### config.mk
export PLATFORM = sky130hd
export DESIGN_NAME = io_port_decoder
export DESIGN_NICKNAME = d
export VERILOG_FILES = /design/src/rtl/iodec_pkg.sv /design/src/rtl/io_addr_match.sv /design/src/rtl/io_out_latch.sv /design/src/rtl/io_in_hold.sv /design/src/rtl/io_port_decoder.sv
export SDC_FILE = /design/constraint.sdc
export NUM_CORES = 1
export LEC_CHECK = 0
export BUFFER_PORTS_ARGS = -buffer_cell sky130_fd_sc_hd__buf_2
export CAP_MARGIN = 5
export CORE_MARGIN = 4
export CORE_UTILIZATION = 42
export CTS_BUF_LIST = sky130_fd_sc_hd__clkbuf_8 sky130_fd_sc_hd__clkbuf_16
export DETAILED_ROUTE_END_ITERATION = 6
export PLACE_DENSITY = 0.89
export SLEW_MARGIN = 20
export SYNTH_ARGS = -nofsm -noshare
export SYNTH_HDL_FRONTEND = slang
export SYNTH_HIERARCHICAL = 1
export SYNTH_SLANG_ARGS = --single-unit
### constraint.sdc
create_clock -name clk -period 3.3 [get_ports clk]
set_input_delay 0.825 -clock clk [delete_from_list [all_inputs] [get_ports clk]]
set_output_delay 0.825 -clock clk [all_outputs]
set_load 0.02 [all_outputs]
### src/rtl/iodec_pkg.sv
`timescale 1ns/1ps
package iodec_pkg;

   typedef struct packed {
      logic io;
      logic mem;
      logic rd;
      logic wr;
   } bus_strobe_t;

   typedef enum logic [1:0] {
      XFER_IDLE  = 2'b00,
      XFER_READ  = 2'b01,
      XFER_WRITE = 2'b10,
      XFER_BOTH  = 2'b11
   } xfer_kind_t;

   function automatic xfer_kind_t classify_io(input bus_strobe_t s);
      logic io_ok;
      io_ok = s.io & ~s.mem;
      return xfer_kind_t'({io_ok & s.wr, io_ok & s.rd});
   endfunction

endpackage

### src/rtl/io_addr_match.sv
`timescale 1ns/1ps
module io_addr_match #(
   parameter int          ADDR_W      = 16,
   parameter int          PORT_W      = 8,
   parameter bit          FULL_DECODE = 1'b0,
   parameter logic [7:0]  PORT_NUM    = 8'h00
) (
   input  logic [ADDR_W-1:0] addr,
   output logic              hit
);
   localparam int HI_W = ADDR_W - PORT_W;

   logic [PORT_W-1:0] bit_eq;

   generate
      if (PORT_W > ADDR_W || PORT_W > 8 || PORT_W < 1) begin : g_bad_width
         $error("io_addr_match: PORT_W must lie in 1..min(8,ADDR_W)");
      end
   endgenerate

   generate
      for (genvar i = 0; i < PORT_W; i++) begin : g_bit
         assign bit_eq[i] = ~(addr[i] ^ PORT_NUM[i]);
      end
   endgenerate

   generate
      if (HI_W == 0) begin : g_no_high
         assign hit = &bit_eq;
      end else if (FULL_DECODE) begin : g_full
         assign hit = (&bit_eq) & ~(|addr[ADDR_W-1:PORT_W]);
      end else begin : g_partial
         logic unused_hi;
         assign unused_hi = ^addr[ADDR_W-1:PORT_W];
         assign hit = &bit_eq;
      end
   endgenerate

endmodule

### src/rtl/io_out_latch.sv
`timescale 1ns/1ps
module io_out_latch #(
   parameter int                 DATA_W  = 8,
   parameter logic [DATA_W-1:0]  RST_VAL = '0
) (
   input  logic              clk,
   input  logic              rst_n,
   input  logic              load,
   input  logic [DATA_W-1:0] d,
   output logic [DATA_W-1:0] q
);
   generate
      if (DATA_W < 1) begin : g_bad_width
         $error("io_out_latch: DATA_W must be positive");
      end
   endgenerate

   always_ff @(posedge clk or negedge rst_n) begin
      if (!rst_n)    q <= RST_VAL;
      else if (load) q <= d;
   end

   p_load_takes_r2: assert property (@(posedge clk) disable iff (!rst_n)
      load |=> (q == $past(d)));

endmodule

### src/rtl/io_in_hold.sv
`timescale 1ns/1ps
module io_in_hold #(
   parameter int DATA_W   = 8,
   parameter bit HOLD_RD  = 1'b1
) (
   input  logic              clk,
   input  logic              rst_n,
   input  logic              sel,
   input  logic [DATA_W-1:0] ext,
   output logic              drive,
   output logic [DATA_W-1:0] data
);
   assign drive = sel;

   generate
      if (HOLD_RD) begin : g_hold
         logic              active;
         logic [DATA_W-1:0] snap;

         always_ff @(posedge clk or negedge rst_n) begin
            if (!rst_n) begin
               active <= 1'b0;
               snap   <= '0;
            end else begin
               if (sel && !active) snap <= ext;
               active <= sel;
            end
         end

         always_comb begin
            if (!sel)        data = '0;
            else if (active) data = snap;
            else             data = ext;
         end

         p_held_value_r8: assert property (@(posedge clk) disable iff (!rst_n)
            (sel && active) |-> $stable(data));
      end else begin : g_live
         assign data = sel ? ext : '0;
      end
   endgenerate

endmodule

### src/rtl/io_port_decoder.sv
`timescale 1ns/1ps
module io_port_decoder #(
   parameter int          ADDR_W      = 16,
   parameter int          DATA_W      = 8,
   parameter int          PORT_W      = 8,
   parameter bit          FULL_DECODE = 1'b0,
   parameter bit          HOLD_RD     = 1'b1,
   parameter logic [7:0]  OUT_PORT    = 8'h03,
   parameter logic [7:0]  IN_PORT     = 8'h02
) (
   input  logic              clk,
   input  logic              rst_n,
   input  logic              io_sel,
   input  logic              mem_sel,
   input  logic              rd_stb,
   input  logic              wr_stb,
   input  logic [ADDR_W-1:0] addr,
   input  logic [DATA_W-1:0] dbus_in,
   input  logic [DATA_W-1:0] ext_in,
   output logic [DATA_W-1:0] port_q,
   output logic [DATA_W-1:0] rd_data,
   output logic              drive_en
);
   import iodec_pkg::*;

   localparam logic [7:0] PORT_MASK = 8'((1 << PORT_W) - 1);

   generate
      if ((OUT_PORT & ~PORT_MASK) != 8'h00 || (IN_PORT & ~PORT_MASK) != 8'h00) begin : g_bad_port
         $error("io_port_decoder: port number does not fit in PORT_W bits");
      end
   endgenerate

   bus_strobe_t strobes;
   xfer_kind_t  kind;
   logic        out_hit, in_hit;
   logic        wr_fire, rd_fire;

   assign strobes = '{io: io_sel, mem: mem_sel, rd: rd_stb, wr: wr_stb};
   assign kind    = classify_io(strobes);

   io_addr_match #(
      .ADDR_W(ADDR_W), .PORT_W(PORT_W), .FULL_DECODE(FULL_DECODE), .PORT_NUM(OUT_PORT)
   ) u_out_match (
      .addr(addr), .hit(out_hit)
   );

   io_addr_match #(
      .ADDR_W(ADDR_W), .PORT_W(PORT_W), .FULL_DECODE(FULL_DECODE), .PORT_NUM(IN_PORT)
   ) u_in_match (
      .addr(addr), .hit(in_hit)
   );

   assign wr_fire = kind[1] & out_hit;
   assign rd_fire = kind[0] & in_hit;

   io_out_latch #(
      .DATA_W(DATA_W), .RST_VAL('0)
   ) u_latch (
      .clk(clk), .rst_n(rst_n), .load(wr_fire), .d(dbus_in), .q(port_q)
   );

   io_in_hold #(
      .DATA_W(DATA_W), .HOLD_RD(HOLD_RD)
   ) u_hold (
      .clk(clk), .rst_n(rst_n), .sel(rd_fire), .ext(ext_in),
      .drive(drive_en), .data(rd_data)
   );

   p_mem_no_drive_r5: assert property (@(posedge clk) disable iff (!rst_n)
      mem_sel |-> !drive_en);

   p_mem_no_load_r5: assert property (@(posedge clk) disable iff (!rst_n)
      mem_sel |=> $stable(port_q));

   p_half_strobe_r6: assert property (@(posedge clk) disable iff (!rst_n)
      !(io_sel && wr_stb) |=> $stable(port_q));

   p_drive_needs_read_r7: assert property (@(posedge clk) disable iff (!rst_n)
      drive_en |-> (io_sel && rd_stb && !mem_sel));

   p_idle_zero_r9: assert property (@(posedge clk) disable iff (!rst_n)
      !drive_en |-> (rd_data == '0));

endmodule

Yosys cells after proc, flatten, opt, wreduce, memory -nomap -nowiden
Index checks and enable logic that the tools add are counted.
W data, S select, Z words.
{"block": "word_totals", "n_memories": 0, "latchBits": 0, "ram_bits": 0, "reg_bits": 17, "romBits": 0, "input_bits": 38}
{"block": "op_classes", "shifts": 0, "n_eq_ne": 0, "n_mux": 2, "multipliers": 0, "n_bitwise": 13, "n_lt_le_gt_ge": 0, "div_mod_pow": 0, "addsub": 0, "reduce_logical": 4}
{"cell": "$mux W8", "count": 2}
{"cell": "$reduce_and A8 Y1", "count": 2}
{"cell": "$not A1 Y1", "count": 8}
{"cell": "$and A1 B1 Y1", "count": 5}
{"cell": "$logic_and A1 B1 Y1", "count": 1}
{"cell": "$logic_not A1 Y1", "count": 1}

Longest topological paths before layout
{"block": "logic_depth", "ltp_word": 5, "mapped_depth": 6}

Hierarchy
The synthesis kept the hierarchy.
{"mod": "io_in_hold", "cells_per_inst": 37, "instances": 1, "area_each_um2": 519.2, "seq_area_each_um2": 225.2}
{"mod": "io_out_latch", "cells_per_inst": 17, "instances": 1, "area_each_um2": 331.6, "seq_area_each_um2": 200.2}
{"mod": "io_addr_match at u_out_match", "cells_per_inst": 3, "instances": 1, "area_each_um2": 23.8, "seq_area_each_um2": 0.0}
{"mod": "io_addr_match at u_in_match", "cells_per_inst": 3, "instances": 1, "area_each_um2": 20.0, "seq_area_each_um2": 0.0}
{"mod": "io_port_decoder", "cells_per_inst": 2, "instances": 1, "area_each_um2": 20.0, "seq_area_each_um2": 0.0}

Worst setup path after synthesis
Ideal clock, no wire load.
{"block": "synth_timing", "path_type": "input-to-output", "start": "input addr[7]", "end": "output rd_data[0]", "t_required_ns": 2.475, "setup_slack_ns": 0.495, "n_path_buf": 0, "arrival_ns": 1.980, "stages": 4, "cell_sequence": "nor4_1 -> and4b_1 -> and4b_1 -> nor2b_1"}
{"block": "synth_between", "elab_chain_len": 4}
{"element": "start: declaration", "line_no": "io_port_decoder.sv:17", "source": "input logic [ADDR_W-1:0] addr,"}
{"element": "$not A1 Y1", "line_no": "io_addr_match.sv:23", "source": "assign bit_eq[i] = ~(addr[i] ^ PORT_NUM[i]);"}
{"element": "$reduce_and A8 Y1", "line_no": "io_addr_match.sv:35", "source": "assign hit = &bit_eq;"}
{"element": "via in_hit", "line_no": "io_port_decoder.sv:36", "source": "logic out_hit, in_hit;"}
{"element": "$and A1 B1 Y1", "line_no": "io_port_decoder.sv:55", "source": "assign rd_fire = kind[0] & in_hit;"}
{"element": "via rd_fire", "line_no": "io_port_decoder.sv:37", "source": "logic wr_fire, rd_fire;"}
{"element": "$mux W8", "line_no": "io_in_hold.sv:31", "source": "if (!sel) data = '0;"}
{"element": "end: declaration", "line_no": "io_port_decoder.sv:21", "source": "output logic [DATA_W-1:0] rd_data,"}
The timed path passes the listed nets, and every way through them passes these cells.

Worst setup path after layout
{"block": "layout_timing", "start": "input addr[7]", "end": "output rd_data[3]"}
{"block": "layout_between", "elab_chain_len": 4}
{"element": "$not A1 Y1", "line_no": "io_addr_match.sv:23"}
{"element": "$reduce_and A8 Y1", "line_no": "io_addr_match.sv:35"}
{"element": "via in_hit", "line_no": "io_port_decoder.sv:36"}
{"element": "$and A1 B1 Y1", "line_no": "io_port_decoder.sv:55"}
{"element": "$mux W8", "line_no": "io_in_hold.sv:31"}
The timed path passes the listed nets, and every way through them passes these cells.

==> results <==
- The number of gates resized after cts is 0.
- The synthesis warning total is 6.
- The area of the die is 0.00299 mm².
- The clock-pin slew on the worst setup and hold paths is 0.06 ns.
- The total power is 399 µW.
- The floorplan step set the die height to 54.7 µm.
- The part of the Yosys area used for sequential elements is 46.5%.
- The layout net count is 147.
- The number of antenna violations at the first check in global routing is 0.
- The endpoint type of the worst setup path is an output pin.
- The mapped cell area is 915 µm².
- The DRC violation total after the first TritonRoute iteration is 0.
- The remaining global-route overflow is 0.
- The post-synthesis share of cell area spent on full adders, half adders and majority gates is 0%.
- The placed wire-length estimate is 1440 µm.
- The commonest cells after synthesis are dfrtp_1, mux2_4, mux2i_1, nor2b_1.
- TritonCTS built the clock tree.
- For this block, the routed nets add up to 1810 µm of wire.
- From synthesis to final layout, the design area changed by 29.4%.
- Summing the areas of all compound-gate instances in the mapped netlist gives 0% of the synthesized area.
- Routability-driven placement finished with a final weighted congestion of 0.703.
- IR analysis of the VDD net gives a maximum drop of 0.000240 V.
- After Yosys synthesis, and, or, nand and nor cells account for 14.0% of the synthesized area.
- Entering global routing, the biggest net connects 18 pins.
- The static leakage power is 0.657 nW.
- The sum of negative setup slack is 0 ns.
- The via count of the first global-routing pass was 735.
- 55 I/O pins were placed.
- Setup violations remaining at the end of the flow were counted as 0.
- Global routing used 14.2% of the available tracks across all layers.
- Counting distinct cell types in the post-synthesis netlist gives 13.
- The repair_antennas step left the layout with diodes totalling 0.
- After clock tree synthesis, the setup repair step added 0 buffers.
- The critical path is of the input port to output pin type.
- The final period demand of the worst path is 3.00 ns.
- The floorplan row count is 16.
- The synthesized design contains 17 register bits.
- The number of violations of the max-capacitance limit is 0.
- The synthesized netlist net count is 100.
- The smallest setup slack after layout is 0.296 ns.
- Measured along the x axis, the die boundary spans 54.7 µm.
- The dominant combinational cell family by area after synthesis is multiplexers.
- Buffers inserted during clock tree synthesis total 3.
- Registers take 425 µm².
- The combined area of the multi-input logic cells is 448 µm².
- The class of the tightest hold or removal check is input port to async pin.
- The worst pin sits at a relative slew slack of 66.6%.
- CTS placed an instance of clkbuf_8 at the clock tree root.
- The number of flops mapped to enable cells by yosys is 0.
- The most used flip-flop cell after synthesis is dfrtp_1.
- After detailed routing, the number of vias per cell comes to 4.90.
- The floorplan step defined a core boundary enclosing 0.00202 mm².
- Before CTS, the worst setup slack after placement is 0.280 ns.
- The wire length of the first global-routing pass is 2990 µm.
- Dividing the detail-routed wire length by the instance count gives 13.4 µm.
- The data arrival time of the critical path is 2.18 ns.
- The multiplexer fraction of the synthesized cell area is 35.0%.
- The number of nets with antenna violations after detailed routing is 0.
- The average instance in the mapped netlist occupies 14.8 µm².
- Between clock sinks in the finished design, the worst skew comes to 0.00157 ns.
- After routing the design area is 0.00118 mm².
- At the later pin of the worst-skew pair, clock insertion delay measures 0.25 ns.
- The number of filler instances in the final layout is 155.
- The count of H-tree levels built during CTS is 1.
- In the post-synthesis netlist, the biggest area contributors are dfrtp_1, mux2_4, mux2i_1.
- The most common cell in the synthesized netlist is dfrtp_1.
- For this configuration, the core starts out at a cell density of 45.2%.
- The share of final-layout standard cells stronger than drive strength 1 is 63.0%.
- Synthesis produced a netlist whose cell count is 62.
- Final hold analysis gives a worst-case slack of 0.480 ns.
- The final number of max-transition violations is 0.
- Input and output buffers added on the ports amount to 46.
- The upper clock frequency limit is 333 MHz.
- The total power density per cell area is 337 mW/mm².
- The synthesized design spends more area on one cell type than any other, namely dfrtp_1.
- In the routed design, unresolved DRC markers number 0.
- At the pin with the least slew margin, the transition time is 0.501 ns.
- Data on the critical path is required at its endpoint by 2.47 ns.
- The total via count after detailed routing is 662.
- The final worst-path cycle share is 91.0%.
- STA classifies the critical path startpoint as an input port.
- The synthesized design devotes to its leading area cell type 46.5% of total area.
- Summing the areas of all xor and xnor instances in the mapped netlist gives 0% of the synthesized area.
- The number of hold buffers added after CTS is 0.
- The number of hold violations in the final report came to 0.
- For this run, the detailed router's first-pass iteration total came to 1.
- The async set-reset flop share out of synthesis is 100%.
- The deepest clock path buffer count is 2.
- The run finished with clean final reports.
- Along the worst path, the maximum fanout reaches 11.
- Clock tree synthesis found a total of 17 sinks.
- Setup repair after global routing left no endpoint under its margin.
- The placed cell area is 0.00114 mm².
[layout by cell type (no fill, tap or decap)]
master / count
and4b_1: 3
buf_2: 46
clkbuf_8: 3
clkinv_2: 1
dfrtp_1: 17
mux2_4: 16
mux2i_1: 8
nand2_1: 1
nand2b_4: 1
nor2_1: 1
nor2b_1: 8
nor4_1: 1
nor4_2: 1
or4_1: 1
[power by group]
group | internal [mW] | switching [mW]
logic | 0.0199 | 0.0162
clock network | 0.0835 | 0.0666
registers | 0.211 | 0.00164
total | 0.315 | 0.0844
[per-stage QoR]
step / std cells / utilization, %
detailed placement: 131 / 56.3
finish: 135 / 58.5
global route: 135 / 58.5
CTS: 135 / 58.5
global placement: 131 / 56.3
floorplan: 62 / -
[worst paths after layout]
path | from | to | slack (ns) | cells after the start
max | addr[7] | rd_data[3] | 0.30 | 6
min | rst_n | u_hold/g_hold.snap[6] | 0.48 | 1
max reg2reg | u_hold/g_hold.active | u_hold/g_hold.snap[3] | 1.93 | 2
min reg2reg | u_latch/q[7] | u_latch/q[7] | 0.51 | 1
max in group asynchronous | rst_n | u_latch/q[4] | 2.56 | 1
min in group clk | u_latch/q[7] | u_latch/q[7] | 0.51 | 1
[cells by family after synthesis]
logic type,Yosys count
muxes,24
and+or+nand+nor,17
DFF,17
buffers and inverters,4
[layout make-up]
| class | count | share of cell area, % |
|---|---|---|
| clock inverters | 1 | 0.423 |
| well taps | 27 | 2.85 |
| multi-input cells | 41 | 37.8 |
| flip-flops and latches | 17 | 35.9 |
| clock buffers | 3 | 3.49 |
| repair buffers | 46 | 19.5 |
[worst max-delay path, stage by stage]
cell and delay [ns]:
buf_2 0.11, nor4_1 0.24, and4b_1 0.21, and4b_1 0.43, nor2b_1 0.19, buf_2 0.17
[layer usage]
metal | wire length [µm] | global-route usage, % | vias to the layer above | part of all wire (%)
met3 | 152 | 3.54 | 2 | 8.4
met4 | 21 | 6.22 | 0 | 1.2
met5 | 0 | 0 | - | 0
met2 | 927 | 25.4 | 29 | 51
met1 | 706 | 15.6 | 318 | 39
li1 | - | - | 313 | -
[flip-flops by register name (all words and copies together), names as in the netlist]
register / count
u_latch/q: 8
u_hold/g_hold.active: 1
u_hold/g_hold.snap: 8
Power figures use the tool's default switching activity.
